===== config.mk =====
export PLATFORM = sky130hd
export DESIGN_NAME = paged_reg_bridge
export DESIGN_NICKNAME = d
export VERILOG_FILES = /design/src/rtl/pibr_pkg.sv /design/src/rtl/pibr_decode.sv /design/src/rtl/pibr_page.sv /design/src/rtl/pibr_join.sv /design/src/rtl/paged_reg_bridge.sv
export SDC_FILE = /design/constraint.sdc
export NUM_CORES = 1
export LEC_CHECK = 0
export BUFFER_PORTS_ARGS = -buffer_cell sky130_fd_sc_hd__buf_2
export CORE_MARGIN = 4
export CORE_UTILIZATION = 35
export CTS_CLUSTER_DIAMETER = 30
export DETAILED_ROUTE_END_ITERATION = 7
export PLACE_DENSITY = 0.68
export SYNTH_ARGS = -nofsm -noshare
export SYNTH_HDL_FRONTEND = slang
export SYNTH_SLANG_ARGS = --single-unit

===== constraint.sdc =====
create_clock -name clk -period 2.3 [get_ports clk]
set_input_delay 0 -clock clk [delete_from_list [all_inputs] [get_ports clk]]
set_output_delay 0 -clock clk [all_outputs]
set_load 0.03 [all_outputs]

===== src/rtl/pibr_pkg.sv =====
package pibr_pkg;
  // Request class produced by the address decoder
  typedef enum logic [1:0] {
    K_NONE = 2'd0,
    K_PAGE = 2'd1,
    K_LO   = 2'd2,
    K_HI   = 2'd3
  } kind_e;
endpackage


===== src/rtl/pibr_decode.sv =====
module pibr_decode
  import pibr_pkg::*;
#(
  parameter int PHY_W = 5,
  parameter int REG_W = 5,
  parameter int SEL_W = 3,
  parameter logic [PHY_W-1:0] PAGE_PHY  = 5'h18,
  parameter logic [REG_W-1:0] PAGE_REG  = '0,
  parameter logic [PHY_W-1:0] DATA_BASE = 5'h10
) (
  input  logic [PHY_W-1:0] phy,
  input  logic [REG_W-1:0] regn,
  output kind_e            kind,
  output logic [SEL_W-1:0] sel
);
  localparam int TAG_W = PHY_W - SEL_W;
  localparam logic [TAG_W-1:0] DATA_TAG = DATA_BASE[PHY_W-1:SEL_W];

  logic data_hit;

  assign data_hit = (phy[PHY_W-1:SEL_W] == DATA_TAG);
  assign sel      = phy[SEL_W-1:0];

  always_comb begin
    kind = K_NONE;
    if (phy == PAGE_PHY) begin
      if (regn == PAGE_REG) kind = K_PAGE;
    end else if (data_hit) begin
      kind = regn[0] ? K_HI : K_LO;
    end
  end
endmodule


===== src/rtl/pibr_page.sv =====
module pibr_page #(
  parameter int PAGE_W = 10,
  parameter int HALF_W = 16
) (
  input  logic              clk,
  input  logic              rst,
  input  logic              wr_en,
  input  logic [HALF_W-1:0] wdata,
  output logic [PAGE_W-1:0] page
);
  always_ff @(posedge clk) begin
    if (rst)        page <= '0;
    else if (wr_en) page <= wdata[PAGE_W-1:0];
  end


  page_reset_chk: assert property (@(posedge clk)
    $past(rst) |-> page == '0);


  page_stable_chk: assert property (@(posedge clk) disable iff (rst)
    (!$past(rst) && !$past(wr_en)) |-> $stable(page));
endmodule


===== src/rtl/pibr_join.sv =====
module pibr_join #(
  parameter int HALF_W = 16
) (
  input  logic                clk,
  input  logic                rst,
  input  logic                lo_wr,
  input  logic                hi_wr,
  input  logic [HALF_W-1:0]   wdata,
  input  logic                lo_rd,
  input  logic                hi_rd,
  input  logic                pg_rd,
  input  logic                bad_rd,
  input  logic [HALF_W-1:0]   page_val,
  input  logic [2*HALF_W-1:0] int_rdata,
  output logic                int_we,
  output logic [2*HALF_W-1:0] int_wdata,
  output logic [HALF_W-1:0]   rdata
);
  logic [HALF_W-1:0] stage_q;
  logic [HALF_W-1:0] snap_q;
  logic              any_rd;

  assign any_rd    = lo_rd | hi_rd | pg_rd | bad_rd;
  assign int_we    = hi_wr;
  assign int_wdata = {wdata, stage_q};

  always_ff @(posedge clk) begin
    if (rst) begin
      stage_q <= '0;
    end else if (lo_wr) begin
      stage_q <= wdata;
    end
  end

  always_ff @(posedge clk) begin
    if (rst) begin
      snap_q <= '0;
      rdata  <= '0;
    end else begin
      if (lo_rd) begin
        rdata  <= int_rdata[HALF_W-1:0];
        snap_q <= int_rdata[2*HALF_W-1:HALF_W];
      end else if (hi_rd) begin
        rdata <= snap_q;
      end else if (pg_rd) begin
        rdata <= page_val;
      end else if (bad_rd) begin
        rdata <= '1;
      end
    end
  end


  lo_no_write_chk: assert property (@(posedge clk) disable iff (rst)
    lo_wr |-> !int_we);


  hi_snapshot_chk: assert property (@(posedge clk) disable iff (rst)
    (!$past(rst) && $past(lo_rd) && hi_rd) |-> ##1 rdata == $past(int_rdata[2*HALF_W-1:HALF_W], 2));


  bad_read_chk: assert property (@(posedge clk) disable iff (rst)
    (!$past(rst) && $past(bad_rd)) |-> rdata == '1);


  rdata_hold_chk: assert property (@(posedge clk) disable iff (rst)
    (!$past(rst) && !$past(any_rd)) |-> $stable(rdata));
endmodule


===== src/rtl/paged_reg_bridge.sv =====
module paged_reg_bridge
  import pibr_pkg::*;
#(
  parameter int PHY_W  = 5,
  parameter int REG_W  = 5,
  parameter int SEL_W  = 3,
  parameter int PAGE_W = 10,
  parameter int HALF_W = 16,
  parameter logic [PHY_W-1:0] PAGE_PHY  = 5'h18,
  parameter logic [PHY_W-1:0] DATA_BASE = 5'h10,
  localparam int WORD_W = 2 * HALF_W,
  localparam int OFS_W  = $clog2(WORD_W / 8),
  localparam int ADDR_W = PAGE_W + SEL_W + (REG_W - 1) + OFS_W
) (
  input  logic              clk,
  input  logic              rst,
  input  logic [PHY_W-1:0]  mg_phy,
  input  logic [REG_W-1:0]  mg_reg,
  input  logic [HALF_W-1:0] mg_wdata,
  input  logic              mg_we,
  input  logic              mg_re,
  output logic [HALF_W-1:0] mg_rdata,
  output logic [ADDR_W-1:0] rg_addr,
  output logic [WORD_W-1:0] rg_wdata,
  output logic              rg_we,
  input  logic [WORD_W-1:0] rg_rdata
);
  kind_e             kind;
  logic [SEL_W-1:0]  sel;
  logic [PAGE_W-1:0] page;
  logic [HALF_W-1:0] page_val;

  pibr_decode #(
    .PHY_W(PHY_W), .REG_W(REG_W), .SEL_W(SEL_W),
    .PAGE_PHY(PAGE_PHY), .PAGE_REG('0), .DATA_BASE(DATA_BASE)
  ) u_dec (
    .phy(mg_phy), .regn(mg_reg), .kind(kind), .sel(sel)
  );

  pibr_page #(.PAGE_W(PAGE_W), .HALF_W(HALF_W)) u_page (
    .clk(clk), .rst(rst),
    .wr_en(mg_we && kind == K_PAGE),
    .wdata(mg_wdata), .page(page)
  );

  assign page_val = {{(HALF_W-PAGE_W){1'b0}}, page};
  assign rg_addr  = {page, sel, mg_reg[REG_W-1:1], {OFS_W{1'b0}}};

  pibr_join #(.HALF_W(HALF_W)) u_join (
    .clk(clk), .rst(rst),
    .lo_wr(mg_we && kind == K_LO),
    .hi_wr(mg_we && kind == K_HI),
    .wdata(mg_wdata),
    .lo_rd(mg_re && kind == K_LO),
    .hi_rd(mg_re && kind == K_HI),
    .pg_rd(mg_re && kind == K_PAGE),
    .bad_rd(mg_re && kind == K_NONE),
    .page_val(page_val),
    .int_rdata(rg_rdata),
    .int_we(rg_we),
    .int_wdata(rg_wdata),
    .rdata(mg_rdata)
  );


  hi_write_chk: assert property (@(posedge clk) disable iff (rst)
    rg_we |-> (mg_we && mg_reg[0] && mg_phy != PAGE_PHY));


  page_read_chk: assert property (@(posedge clk) disable iff (rst)
    (!$past(rst) && $past(mg_re) && $past(mg_phy) == PAGE_PHY && $past(mg_reg) == '0)
      |-> mg_rdata == {{(HALF_W-PAGE_W){1'b0}}, $past(page)});
endmodule


# == Yosys cells after proc, flatten, opt, wreduce, memory -nomap -nowiden ==
# Cells that the tools add are included.
# word_totals
mem_bits_ro,0
input_bits,62
reg_bits,58
out_inout_bits,68
ramBits,0
wordCells,27
mem_count,0
latchBits,0
# op_classes
n_addsub,0
mux,8
bitwise_logic,0
order_cmp,0
n_shift,0
div,0
n_eq_ne,5
n_reduce_logical,10
n_mul,0
# op_table
cell,count
$mux W16,4
$logic_and A1 B1 Y1,7
$eq A2 B2 Y1 const B,3
$eq A5 B5 Y1 const B,1
$logic_not A5 Y1,1
$mux W2,2
$reduce_bool A4 Y1,1
$eq A2 B1 Y1 const B,1
$logic_not A2 Y1,1
$mux W1,2

# == Depth between registers and ports, before layout ==
# Gate-level depths: netlist (run 1).
# depth
word_depth,9
mapped_depth,6
depth_no_buf,3

# == Hierarchy ==
# From an unflattened synthesis (run 1), not the netlist that was laid out.
# unflattened
hier_cells,270
hier_area_um2,2531.2
# by_module_without_submodules
mod,cells_per_inst,instances,area_each_um2,seq_area_each_um2
pibr_join,214,1,2013.2,960.9
pibr_page,32,1,352.8,200.2
paged_reg_bridge,14,1,106.4,0.0
pibr_decode,10,1,58.8,0.0

# == Worst setup path before layout (run 1) ==
# OpenSTA, ideal clock, no wires.
# synth_path
kind,in2reg
from,input mg_reg[4]
to,register u_page.page[0]
arrival_time_ns,1.215
path_buffers,2
path_stages,5
t_required_ns,2.228
setup_slack_ns,1.013
setup_ns,0.072
path_cell_list,or4_4 > buf_6 > nor4_4 > buf_6 > mux2i_1
# synth_between
elab_chain_cells,5
# synth_lines
item,line,text
from (decl),paged_reg_bridge.sv:18,"input logic [REG_W-1:0] mg_reg,"
$logic_not A5 Y1,pibr_decode.sv:27,if (regn == PAGE_REG) kind = K_PAGE;
$mux W1,pibr_decode.sv:27,
$mux W2,pibr_decode.sv:26,if (phy == PAGE_PHY) begin
$eq A2 B1 Y1,paged_reg_bridge.sv:42,".wr_en(mg_we && kind == K_PAGE),"
$logic_and A1 B1 Y1,paged_reg_bridge.sv:42,
to (signal assigned),pibr_page.sv:13,else if (wr_en) page <= wdata[PAGE_W-1:0];
to (decl),pibr_page.sv:9,output logic [PAGE_W-1:0] page
# Every way passes these cells.
# A chain may end at the register's enable or synchronous reset.

# == Worst setup path after layout (run 1) ==
# layout_path
from,input mg_phy[1]
to,register u_page.page[2]
# layout_between
elab_chain_cells,4
# layout_lines
item,line,text
from (decl),paged_reg_bridge.sv:17,"input logic [PHY_W-1:0] mg_phy,"
$eq A5 B5 Y1,pibr_decode.sv:26,
$mux W2,pibr_decode.sv:26,
$eq A2 B1 Y1,paged_reg_bridge.sv:42,
$logic_and A1 B1 Y1,paged_reg_bridge.sv:42,
# Every way passes these cells.

==> results.sh, run 1 <==
export IMPL_finClkSkew_ns=0.00308
export IMPL_clock_insertion_delay_worst_skew_ns=0.32
export IMPL_synth_most_common_cell="sky130_fd_sc_hd__nand2_1"
export IMPL_slew_viol_final=0
export IMPL_rrSetupSlack_ns=1.17
export IMPL_max_cap_viols=0
export IMPL_floorplan_io_pins=130
export IMPL_pin_count_of_the_biggest_net_entering_global_routing=29
export IMPL_antenna_found_initial=0
export IMPL_max_freq_mhz=728
export IMPL_drtAntennaViolNets=0
export IMPL_hp_class="in -> reg"
export IMPL_remaining_max_slew_budget_at_the_tightest_pin_pct=51.3
export IMPL_post_place_ws_ns=0.590
export IMPL_critPathMaxStageDelay_ns=0.81
export IMPL_finalNetCount=520
export IMPL_cts_num_sinks=58
export IMPL_areaGrowthSynthToFinish_pct=37.5
export IMPL_cts_made_buffers=9
export IMPL_post_cts_resized_instances=0
export IMPL_drive_above_1_share_pct=33.5
export IMPL_initial_core_util_pct=35.9
export IMPL_route_vias_total=2687
export IMPL_share_clk_of_total_power_pct=40.4
export IMPL_net_sw_share_pct=25.9
export IMPL_ys_top_cells_by_count="sky130_fd_sc_hd__nand2_1, sky130_fd_sc_hd__dfxtp_1, sky130_fd_sc_hd__a21oi_1"
export IMPL_cts_hold_fix_buffers=35
export IMPL_avgViaCountPerCell=4.76
export IMPL_p_comb_share_pct=16.6
export IMPL_grtUsageTotal_pct=17.1
export IMPL_rsz_0062_raised_after_global_routing="false"
export IMPL_yosys_register_bits=58
export IMPL_portBuffers=127
export IMPL_worstPathRequired_ns=2.56
export IMPL_ctsRootBufferMaster="sky130_fd_sc_hd__clkbuf_8"
export IMPL_avgSynthCellArea_sq_um=8.30
export IMPL_cell_type_contributing_the_most_total_cell_area_after_synthesis="sky130_fd_sc_hd__dfxtp_1"
export IMPL_worstPathMaxFanout=17
export IMPL_dr_pass1_iters=4
export IMPL_detailedRoute_firstIterationViolations=201
export IMPL_tightestPinTransition_ns=0.727
export IMPL_drc=0
export IMPL_die_area_sq_mm=0.00941
export IMPL_coreArea_sq_mm=0.00773
export IMPL_ys_seq_area_share_pct=41.9
export IMPL_ordered_cell_list_for_the_critical_path="buf_2 -> or4b_1 -> nor4_4 -> buf_4 -> mux2i_1"
export IMPL_floorplan_die_height_microns=97.0
export IMPL_vdd_ir_drop_worst_v=0.000297
export IMPL_criticalPathCategory="in -> reg"
export IMPL_power_static_leakage_nw=1.61
export IMPL_setup_violations=0
export IMPL_run_status="completed"
export IMPL_synthCells=334
export IMPL_cts_clk_slew_worst_paths_ns=0.06
export IMPL_cts_tree="built"
export IMPL_final_setup_tns_ns=0
export IMPL_cts_setup_buffers=0
export IMPL_post_route_min_period_ns=1.37
export IMPL_row_count=32
export IMPL_grt_pass1_wl_mm=13.1
export IMPL_crit_arrival_ns=1.63
export IMPL_finalInstanceArea_sq_mm=0.00381
export IMPL_p_sw_uw=638
export IMPL_routed_wl_mm=8.09
export IMPL_timing_critical_path_slowest_stage_cell="sky130_fd_sc_hd__or4b_1"
export IMPL_clock_tree_htree_level_count=3
export IMPL_chipWidth_microns=97.0
export IMPL_post_synth_instance_area_sq_mm=0.00277
export IMPL_timing_final_crit_share_pct=59.7
export IMPL_worstSetupEndpointType="flop"
export IMPL_synthTopCellsByArea="sky130_fd_sc_hd__dfxtp_1, sky130_fd_sc_hd__nand2_1, sky130_fd_sc_hd__buf_4, sky130_fd_sc_hd__a21oi_1, sky130_fd_sc_hd__nand2b_1"
export IMPL_postSynth_topFlopCell="sky130_fd_sc_hd__dfxtp_1"
export IMPL_synth_distinct_cells=29
export IMPL_hpwl_mm=5.86
export IMPL_routed_wire_length_per_instance_microns=14.3
export IMPL_sequentialPowerShare_pct=43.0
export IMPL_place_congestion=0.760
export IMPL_internal_power_mw=1.82
export IMPL_finalWorstSetupSlack_ns=0.927
export IMPL_grt_pass1_vias=2643
export IMPL_asr_flop_ratio_synth_pct=0
export IMPL_power_density_mw_per_mm2=646
export IMPL_synth_enable_flop_cells=0
export IMPL_grt_ovf=0
export IMPL_report_final_hold_viol_count=0
export IMPL_netlist_area_leader_share_pct=41.9
export IMPL_critical_path_startpoint_type="input pin"
export IMPL_ctsLongestPathBuffers=2
export IMPL_diodes=0
export IMPL_yosys_warnings=0
export IMPL_placedInstanceArea_sq_mm=0.00324
## registers in the layout (all words and copies together) (netlist names)
signal / cells
u_join.rdata: 16
u_join.snap_q: 16
u_page.page: 10
u_join.stage_q: 16
## routing by layer
layer / vias up / global-route usage, % / share of wire [%]
li1: 1368 / - / -
met1: 1234 / 20.3 / 41
met2: 76 / 30.5 / 53
met3: 9 / 4.18 / 4.9
met4: 0 / 4.54 / 1.1
met5: - / 0 / 0
## worst paths after layout
kind | from | to | depth (start not counted)
max reg2reg | u_join.snap_q[4] | u_join.rdata[4] | 3
min | rg_rdata[8] | u_join.rdata[8] | 3
min reg2reg | u_join.stage_q[5] | u_join.stage_q[5] | 2
max | mg_phy[1] | u_page.page[2] | 5
## critical path, delay by kind of cell
kind	cells	cell delay, ns
and+or+nand+nor	2	1.06
buffers and inverters	2	0.36
muxes	1	0.21
## cell families (layout without fill, tap and decap cells)
| logic type | count (synthesis) | count (layout) | share of synthesized area (%) |
|---|---|---|---|
| AND/OR/NAND/NOR | 130 | 130 | 24.4 |
| AO/OA/AOI/OAI | 73 | 73 | 15.4 |
| flip-flops | 58 | 58 | 41.9 |
| buffers and inverters | 55 | 183 | 11.7 |
| multiplexers | 17 | 17 | 6.46 |
| other | 1 | 2 | 0.135 |
## placed cells by master (no fill, tap or decap), types with 2 or more instances in the layout
| cell type | n |
|---|---|
| sky130_fd_sc_hd__a21oi_1 | 36 |
| sky130_fd_sc_hd__a31oi_1 | 9 |
| sky130_fd_sc_hd__and4bb_2 | 2 |
| sky130_fd_sc_hd__buf_2 | 127 |
| sky130_fd_sc_hd__buf_4 | 3 |
| sky130_fd_sc_hd__clkbuf_1 | 2 |
| sky130_fd_sc_hd__clkbuf_8 | 13 |
| sky130_fd_sc_hd__conb_1 | 2 |
| sky130_fd_sc_hd__dfxtp_1 | 58 |
| sky130_fd_sc_hd__dlygate4sd3_1 | 35 |
| sky130_fd_sc_hd__inv_1 | 2 |
| sky130_fd_sc_hd__mux2_2 | 7 |
| sky130_fd_sc_hd__mux2i_1 | 10 |
| sky130_fd_sc_hd__nand2_1 | 70 |
| sky130_fd_sc_hd__nand2b_1 | 23 |
| sky130_fd_sc_hd__nand3_1 | 5 |
| sky130_fd_sc_hd__nand4bb_1 | 2 |
| sky130_fd_sc_hd__nor2b_1 | 11 |
| sky130_fd_sc_hd__nor4_1 | 10 |
| sky130_fd_sc_hd__o21ai_0 | 13 |
| sky130_fd_sc_hd__o21bai_1 | 5 |
| sky130_fd_sc_hd__o32ai_1 | 10 |
## power by group through the flow
stage          sequential [mW]  combinational (mW)  clock, mW
5_1_grt                   1.06               0.442       1.05
3_5_place_dp              1.08               0.362          0
3_3_place_gp              1.08               0.358          0
4_1_cts                   1.06               0.408       1.01
6_report                  1.06               0.408      0.995
2_1_floorplan             1.13               0.203          0
## through the flow
step,hold slack [ns],utilization (%),total power [mW],instances
after floorplan,0.132,-,1.34,335
after global placement,0.244,42.0,1.44,514
after detailed placement,0.248,42.0,1.44,514
after CTS,0.0202,49.3,2.47,565
after global routing,0.0574,49.3,2.56,565
final,0.0170,49.3,2.46,565
## layout make-up
class	count	area [sq um]
Multi-Input combinational cell	222	1290
Timing Repair Buffer	165	1010
Sequential cell	58	1160
Clock buffer	15	186
Fill cell	745	3920
Inverter	2	7.51
Clock inverter	1	30.0
Tap cell	102	128
Power figures use the tool's default switching activity.
==> inputs of run 2 (changes only) <==
- clock period: 2.3 -> 1.4 ns (I/O delays scaled with it)
==> results.sh, run 2 (synthesized netlist as in run 1, its figures left out) <==
export IMPL_cts_tree="built"
export IMPL_detailedRoute_firstIterationViolations=113
export IMPL_max_freq_mhz=916
export IMPL_slew_viol_final=0
export IMPL_clock_insertion_delay_worst_skew_ns=0.34
export IMPL_biggestRegsByFlops="u_join.rdata (16), u_join.snap_q (16), u_join.stage_q (16)"
export IMPL_share_clk_of_total_power_pct=37.7
export IMPL_max_cap_viols=0
export IMPL_rsz_0062_raised_after_global_routing="false"
export IMPL_post_route_min_period_ns=1.09
export IMPL_portBuffers=127
export IMPL_grtUsageTotal_pct=17.4
export IMPL_cts_clk_slew_worst_paths_ns=0.06
export IMPL_routed_wl_mm=8.26
export IMPL_routed_wire_length_per_instance_microns=14.3
export IMPL_sequentialPowerShare_pct=44.5
export IMPL_diodes=0
export IMPL_num_fill_cells=728
export IMPL_grt_pass1_wl_mm=13.3
export IMPL_net_sw_share_pct=27.9
export IMPL_hpwl_mm=6.05
export IMPL_internal_power_mw=2.81
export IMPL_ctsRootBufferMaster="sky130_fd_sc_hd__clkbuf_8"
export IMPL_areaGrowthSynthToFinish_pct=40.5
export IMPL_cts_num_sinks=58
export IMPL_drtAntennaViolNets=0
export IMPL_worstSetupEndpointType="flop"
export IMPL_layout_commonest_cell="sky130_fd_sc_hd__buf_2"
export IMPL_vdd_ir_drop_worst_v=0.000440
export IMPL_die_area_sq_mm=0.00941
export IMPL_ctsLongestPathBuffers=2
export IMPL_worstPathMaxFanout=16
export IMPL_setup_violations=0
export IMPL_power_density_mw_per_mm2=1000
export IMPL_power_static_leakage_nw=1.67
export IMPL_sequential_cell_area_sq_mm=0.00116
export IMPL_drc=0
export IMPL_pin_count_of_the_biggest_net_entering_global_routing=28
export IMPL_avgViaCountPerCell=4.83
export IMPL_route_vias_total=2785
export IMPL_layout_cells_most_common_list="sky130_fd_sc_hd__buf_2, sky130_fd_sc_hd__nand2_1, sky130_fd_sc_hd__dfxtp_1"
export IMPL_timing_final_crit_share_pct=78.0
export IMPL_row_count=32
export IMPL_rr_worst_depth=3
export IMPL_cts_made_buffers=9
export IMPL_worst_hold_path_num_cells=3
export IMPL_place_congestion=0.873
export IMPL_p_sw_mw=1.09
export IMPL_p_comb_share_pct=17.8
export IMPL_chipWidth_microns=97.0
export IMPL_floorplan_die_height_microns=97.0
export IMPL_coreArea_sq_mm=0.00773
export IMPL_report_final_hold_viol_count=0
export IMPL_grt_ovf=0
export IMPL_initial_core_util_pct=35.9
export IMPL_hp_class="in -> reg"
export IMPL_grt_pass1_vias=2808
export IMPL_dr_pass1_iters=7
export IMPL_clock_tree_htree_level_count=3
export IMPL_antenna_found_initial=0
export IMPL_crit_arrival_ns=1.32
export IMPL_finish_utilization_pct=50.4
export IMPL_floorplan_io_pins=130
export IMPL_p_total_mw=3.90
export IMPL_post_cts_resized_instances=0
export IMPL_worstPathRequired_ns=1.62
export IMPL_finalNetCount=533
export IMPL_drive_above_1_share_pct=35.6
export IMPL_run_status="completed"
export IMPL_criticalPathCategory="in -> reg"
export IMPL_critical_path_startpoint_type="input pin"
export IMPL_multi_input_area_sq_mm=0.00129
export IMPL_finClkSkew_ns=0.00389
[run 2: changes by cell type in the layout (fill, tap and decap cells not counted), sizes merged]
| cell | previous run | this run |
|---|---|---|
| buf | 130 | 143 |
| clkbuf | 15 | 13 |
| clkinv | 0 | 2 |
| bufinv | 1 | 0 |
[run 2: layout make-up]
class | count | share of cell area, %
Timing Repair Buffer | 178 | 28.7
Inverter | 2 | 0.193
Tap cell | 102 | 3.28
Multi-Input combinational cell | 222 | 33.1
Clock buffer | 13 | 4.60
Clock inverter | 2 | 0.257
Sequential cell | 58 | 29.8
[run 2: worst paths after layout]
check	slack (ns)	startpoint	end
worst min-delay path	0.009	rg_rdata[8]	u_join.rdata[8]
worst max-delay path	0.31	mg_phy[1]	u_join.rdata[12]
worst min register to register	0.45	u_join.rdata[4]	u_join.rdata[4]
worst max register to register	0.31	u_join.snap_q[2]	u_join.rdata[2]
[run 2: per-stage QoR]
| step | TNS [ns] | cell area [sq um] | cells | hold WS (ns) | setup slack [ns] |
|---|---|---|---|---|---|
| 6_report | 0 | 3890 | 577 | 0.00867 | 0.308 |
| 5_1_grt | 0 | 3890 | 577 | 0.0412 | 0.227 |
| 4_1_cts | 0 | 3890 | 577 | 0.00644 | 0.319 |
| 3_5_place_dp | -0.127 | 3350 | 527 | 0.252 | -0.0393 |
| 3_3_place_gp | 0 | 3350 | 527 | 0.243 | 0.00532 |
| 2_1_floorplan | 0 | 2780 | 335 | 0.132 | 0.113 |
[run 2: power by group through the flow]
stage / clock network (mW) / registers [mW] / logic, mW
4_1_cts: 1.49 / 1.74 / 0.696
6_report: 1.47 / 1.74 / 0.695
3_5_place_dp: 0 / 1.77 / 0.620
2_1_floorplan: 0 / 1.86 / 0.333
5_1_grt: 1.55 / 1.74 / 0.751
3_3_place_gp: 0 / 1.77 / 0.613
[run 2: metal layers]
layer / vias up / global-route usage [%] / wire length [microns]
met5: - / 0 / 0
met4: 0 / 8.32 / 325
met3: 28 / 4.76 / 429
met2: 97 / 29.5 / 4030
met1: 1268 / 20.1 / 3480
li1: 1392 / - / -
[run 2: worst max-delay path, cell delays in order]
cell	delay [ns]
sky130_fd_sc_hd__buf_2	0.10
sky130_fd_sc_hd__or4b_1	0.59
sky130_fd_sc_hd__buf_4	0.24
sky130_fd_sc_hd__o32ai_1	0.27
sky130_fd_sc_hd__a31oi_1	0.12
[run 2: repair_timing]
action / 4_1_cts / 5_1_grt
buffers inserted: 0 / 0
hold buffers: 35 / 0
endpoints found under the hold margin: 45 / 0
